==> src/rtl/blkxfer_pkg.sv <==
package blkxfer_pkg;
  localparam int unsigned WORD_BYTES = 4;

  typedef enum logic [1:0] {
    ST_IDLE = 2'd0,
    ST_XFER = 2'd1,
    ST_DONE = 2'd2
  } xfer_st_e;
endpackage

==> src/rtl/blkxfer_pick.sv <==
// Lowest-set-bit selector: index of the next register, and the mask without it.
module blkxfer_pick #(
  parameter int NREG = 16,
  localparam int IW = $clog2(NREG)
) (
  input  logic [NREG-1:0] mask_i,
  output logic [IW-1:0]   idx_o,
  output logic [NREG-1:0] rest_o
);
  always_comb begin
    idx_o = '0;
    for (int i = NREG - 1; i >= 0; i--) begin
      if (mask_i[i]) idx_o = IW'(i);
    end
  end

  assign rest_o = mask_i & (mask_i - NREG'(1));
endmodule

==> src/rtl/blkxfer_addr.sv <==
// Start address and written-back base for the four addressing modes.
module blkxfer_addr
  import blkxfer_pkg::*;
#(
  parameter int NREG = 16,
  parameter int AW   = 32,
  localparam int CW  = $clog2(NREG + 1)
) (
  input  logic [NREG-1:0] mask_i,
  input  logic [AW-1:0]   base_i,
  input  logic            up_i,
  input  logic            pre_i,
  output logic [AW-1:0]   first_o,
  output logic [AW-1:0]   wb_o
);
  logic [CW-1:0] cnt;
  logic [AW-1:0] span;
  logic [AW-1:0] step;

  always_comb begin
    cnt = '0;
    for (int i = 0; i < NREG; i++) cnt = cnt + CW'(mask_i[i]);
  end

  assign step = AW'(WORD_BYTES);
  assign span = AW'(cnt) * step;

  always_comb begin
    unique case ({up_i, pre_i})
      2'b10:   first_o = base_i;
      2'b11:   first_o = base_i + step;
      2'b00:   first_o = base_i - span + step;
      default: first_o = base_i - span;
    endcase
    wb_o = up_i ? base_i + span : base_i - span;
  end
endmodule

==> src/rtl/blkxfer_seq.sv <==
module blkxfer_seq
  import blkxfer_pkg::*;
#(
  parameter int NREG = 16,
  parameter int AW   = 32,
  parameter int PC_IDX = 15,
  localparam int IW  = $clog2(NREG)
) (
  input  logic            clk,
  input  logic            rst_n,
  input  logic            start_i,
  input  logic [NREG-1:0] mask_i,
  input  logic [AW-1:0]   base_i,
  input  logic            is_load_i,
  input  logic            up_i,
  input  logic            pre_i,
  input  logic            restore_i,
  output logic            req_valid_o,
  input  logic            req_ready_i,
  output logic [AW-1:0]   req_addr_o,
  output logic [IW-1:0]   req_idx_o,
  output logic            req_load_o,
  output logic            done_o,
  output logic [AW-1:0]   wb_base_o,
  output logic            pc_write_o,
  output logic            status_restore_o,
  output logic            busy_o
);
  xfer_st_e        st_q, st_d;
  logic [NREG-1:0] rem_q, rem_d;
  logic [AW-1:0]   addr_q, addr_d;
  logic [AW-1:0]   wb_q;
  logic            load_q, pc_q, rs_q;
  logic            cap_en, adv_en;

  logic [AW-1:0]   first_addr, wb_calc;
  logic [NREG-1:0] rest;
  logic [IW-1:0]   next_idx;

  blkxfer_addr #(.NREG(NREG), .AW(AW)) addr_i (
    .mask_i (mask_i),
    .base_i (base_i),
    .up_i   (up_i),
    .pre_i  (pre_i),
    .first_o(first_addr),
    .wb_o   (wb_calc)
  );

  blkxfer_pick #(.NREG(NREG)) pick_i (
    .mask_i(rem_q),
    .idx_o (next_idx),
    .rest_o(rest)
  );

  // Next-state logic
  always_comb begin
    st_d   = st_q;
    rem_d  = rem_q;
    addr_d = addr_q;
    cap_en = 1'b0;
    adv_en = 1'b0;
    unique case (st_q)
      ST_IDLE: begin
        if (start_i) begin
          cap_en = 1'b1;
          rem_d  = mask_i;
          addr_d = first_addr;
          st_d   = (|mask_i) ? ST_XFER : ST_DONE;
        end
      end
      ST_XFER: begin
        if (req_ready_i) begin
          adv_en = 1'b1;
          rem_d  = rest;
          addr_d = addr_q + AW'(WORD_BYTES);
          if (rest == '0) st_d = ST_DONE;
        end
      end
      default: st_d = ST_IDLE;
    endcase
  end

  // State registers
  always_ff @(posedge clk or negedge rst_n) begin
    if (!rst_n) begin
      st_q   <= ST_IDLE;
      rem_q  <= '0;
      addr_q <= '0;
      wb_q   <= '0;
      load_q <= 1'b0;
      pc_q   <= 1'b0;
      rs_q   <= 1'b0;
    end else begin
      st_q <= st_d;
      if (cap_en || adv_en) begin
        rem_q  <= rem_d;
        addr_q <= addr_d;
      end
      if (cap_en) begin
        wb_q   <= wb_calc;
        load_q <= is_load_i;
        pc_q   <= is_load_i & mask_i[PC_IDX];
        rs_q   <= restore_i;
      end
    end
  end

  assign req_valid_o      = (st_q == ST_XFER);
  assign req_addr_o       = addr_q;
  assign req_idx_o        = next_idx;
  assign req_load_o       = load_q;
  assign done_o           = (st_q == ST_DONE);
  assign wb_base_o        = wb_q;
  assign pc_write_o       = done_o & pc_q;
  assign status_restore_o = done_o & pc_q & rs_q;
  assign busy_o           = (st_q != ST_IDLE);
endmodule

==> config.mk <==
export PLATFORM = sky130hd
export DESIGN_NAME = blkxfer_seq
export DESIGN_NICKNAME = d
export VERILOG_FILES = /design/src/rtl/blkxfer_pkg.sv /design/src/rtl/blkxfer_pick.sv /design/src/rtl/blkxfer_addr.sv /design/src/rtl/blkxfer_seq.sv
export SDC_FILE = /design/constraint.sdc
export NUM_CORES = 1
export LEC_CHECK = 0
export BUFFER_PORTS_ARGS = -buffer_cell sky130_fd_sc_hd__clkbuf_2
export CAP_MARGIN = 20
export CORE_MARGIN = 4
export CORE_UTILIZATION = 25
export DETAILED_ROUTE_END_ITERATION = 7
export SYNTH_ARGS = -nofsm -noshare
export SYNTH_HDL_FRONTEND = slang
export SYNTH_SLANG_ARGS = --single-unit
==> constraint.sdc <==
create_clock -name clk -period 2.48 [get_ports clk]
set_input_delay 0.248 -clock clk [delete_from_list [all_inputs] [get_ports clk]]
set_output_delay 0.248 -clock clk [all_outputs]
set_load 0.05 [all_outputs]
==> reports/metrics.csv <==
metric;value;unit
run status;complete, but fails checks;
failing checks;setup timing;
setup slack of the most critical reg-to-reg path;0.02;ns
measured slew at the worst slew-check pin;1.071;ns
Arr. time, crit path;6.55;ns
element type at the critical path end;flop;
post-route worst hold slack;0.09766;ns
Clock H-tree levels;3;
cell row count;67;
post-detail-place hpwl;27.46;mm
summed instance area of the synthesized netlist;8532;sq um
number of enable-type register cells in the synthesized netlist;0;
count of nets left with antenna violations after detail routing;0;
post-route worst setup slack;-3.836;ns
classification of the worst setup path;in -> reg;
residual DRC count;0;
total CTS buffers;9;
worst r2r path cells;9;
top fanout value on the critical path;4;
initial antenna violation count;0;
count of unique library cells instantiated by Yosys;76;
data required time at the worst endpoint;2.72;ns
worst slew margin relative to its limit;0.2850;
maximum frequency from static timing analysis;158.3;MHz
DRC violation total after the first TritonRoute iteration;845;
post-detailed-routing wire length;36.93;mm
unrepaired setup endpoints after global routing;yes;
Die ar.;37150;sq um
count of maximum capacitance violations;0;
share of post-route cells with drive strength above 1;0.4330;
net count of the mapped netlist;1253;
clock insertion delay at the later pin of the skew report;0.36;ns
final number of setup-violating endpoints;60;
proportion of register bits with asynchronous set or reset after synthesis;1.000;
commonest non-fill, non-tap cells in the layout;buf_4, clkbuf_2, nand2_1;
I/O pin count;130;
placed standard-cell area;11920;sq um
top_reg_cell synth;dfrtp_1;
WL per Instance;18.46;microns
total power divided by cell area;1187;nW/um^2
sequential cell area fraction in the yosys report;0.2493;
Remaining Overflow, GRT;0;
Die W;192.7;microns
post-route fraction of the period consumed by the critical path;2.547;
Synth area leader;dfrtp_1;
Static Leak;5.858;nW
Yosys reg bits;85;
endpoint of the worst-slack reg-to-reg timing path;req_addr_o[11];
Clock Root Buffer;clkbuf_16;
number of hold violations in the final report;0;
Place WS;-4.374;ns
final-stage net count;1638;
placer congestion estimate;0.9133;
Worst Hold Path EP;rs_q;
synth top area cells;dfrtp_1, o21ai_0, xnor2_1, nand2_1, a21oi_1;
post-layout instance area;13850;sq um
number of buffers on the longest clock path;2;
Final Max Slew Viols;0;
Num Clock Sinks;85;
number of optimization iterations in the first detailed-route pass;5;
total core area;33620;sq um
Fin Clk Skew;0.01145;ns
final cell count without fillers;2000;
class of the tightest hold or removal check;in -> reg;
leading cell type in the layout, fill and taps excluded;buf_4;
Worst Hold Path Cells;3;
CTS tree;built;
Initial Utilization;0.2538;
top cell type's share of synthesized area;0.2493;
Vias/cell;5.195;
clock-pin slew reported for the worst setup and hold paths after clock tree synthesis;0.06;ns
launch point of the worst hold path;restore_i;
sort of element at the start of the critical path;input pin;
Critical R2R Launch;st_q[0];
Die Height;192.7;microns
Synth Area per Inst;7.342;sq um
number of vias after detailed routing;10390;
via count of the first global-routing pass;10230;
Yosys Warn Count;0;
GRT Util Overall;0.1930;
Overall Power;16.44;mW
minimum period implied by the final worst setup slack;6.316;ns
area growth from synthesis to layout;62.33;%
IO buf count;129;
Post-Place Cells;1932;
post-synthesis instance total;1162;
largest net degree at the start of global routing;59;
worst supply voltage drop on vdd;0.6863;mV
number of antenna repair diodes;0;
first-pass GRT wire length;56.97;mm
per-stage QoR:
| stage | setup TNS, ns | util |
|---|---|---|
| 6_report | -190.50 | 0.4120 |
| 5_1_grt | -201.00 | 0.4120 |
| 4_1_cts | -184.67 | 0.3927 |
| 3_5_place_dp | -214.59 | 0.3545 |
| 3_3_place_gp | -210.06 | 0.3545 |
| 2_1_floorplan | -178.88 | - |
registers in the layout, summed over array words and instances (netlist names):
register and cells:
req_addr_o 32, st_q 2, wb_base_o 32, pc_q 1
rs_q 1, req_load_o 1, rem_q 16
repair_timing:
item                                    in CTS  in global routing
buffers inserted                            32                 28
pin swaps                                   81                 70
hold endpoints to repair                    27                  0
resized for setup                          180                 98
endpoints found under the setup margin      61                 63
hold buffers                                 1                  0
cloned                                       0                  0
kinds of logic after synthesis:
kind of cell	synth area share
adder cells (fa/ha/maj)	0.06306
XOR/XNOR	0.08315
multiplexers	0.01789
AND/OR/NAND/NOR	0.2782
flip-flops	0.2493
buffers and inverters	0.06013
AO/OA/AOI/OAI	0.2483
synthesized netlist by cell type, types with 5 or more instances:
cell	count
or4_1	9
nand2b_1	10
nand2_1	123
a21o_1	14
fa_1	12
o22ai_1	22
a21oi_1	85
nor2b_1	13
a211oi_1	16
buf_1	7
o21ai_0	102
o211ai_1	5
nor2_1	111
a41oi_1	5
nand4_1	25
and2_1	9
and3_1	10
inv_1	51
or3_1	17
o31a_1	8
mux2i_1	13
xnor2_1	54
a31oi_1	18
or2_2	6
dfrtp_1	85
nand3_1	47
xor2_1	27
ha_1	23
and4_1	8
clkbuf_1	70
nor4_1	23
o21a_1	5
o31ai_1	6
nor3_1	44
worst max path at each step:
stage	start	endpoint	cells past startpoint
floorplan	mask_i[1]	req_addr_o[28]	22
finish	mask_i[1]	req_addr_o[20]	27
detailed placement	mask_i[1]	req_addr_o[25]	23
global placement	mask_i[1]	req_addr_o[25]	23
global route	mask_i[1]	req_addr_o[28]	26
CTS	mask_i[1]	req_addr_o[25]	24
report_power, final:
group	total, mW	internal (mW)	switching, mW	leakage [nW]
registers	2.61	2.01	0.597	1.05
logic	12.3	5.12	7.21	4.66
clock network	1.50	0.868	0.635	0.151
total	16.4	8.00	8.44	5.86
cell type report:
class | instances | area [sq um]
fillers | 3295 | 19770
well taps | 448 | 560.5
clock inverters | 4 | 53.80
repair buffers | 454 | 3446
clock buffers | 12 | 266.5
inverters | 54 | 220.2
multi-input cells | 943 | 7176
flip-flops and latches | 85 | 2127
routing by layer:
metal  vias to the layer above  GRT usage  part of all wire
li1                       5007          -                 -
met1                      4940     0.2764              0.46
met2                       386     0.3039              0.45
met3                        57    0.02713             0.061
met4                         0    0.05211             0.021
met5                         -          0                 0
critical path: stages:
cell       delay (ns)
clkbuf_16        0.11
inv_8            0.03
ha_4             0.25
inv_2            0.03
fa_1             0.49
fa_1             0.44
fa_1             0.55
fa_1             0.45
fa_2             0.38
fa_2             0.37
nor2b_1          0.12
o21a_1           0.20
buf_6            0.13
ha_4             0.15
nor2b_4          0.04
or3_4            0.37
or4b_4           0.52
a222oi_1         0.32
buf_4            0.19
buf_6            0.09
buf_6            0.10
nand3_4          0.07
or3_4            0.40
buf_6            0.16
nor2_4           0.10
xor2_1           0.17
o21ai_1          0.07
Power figures use the tool's default switching activity.
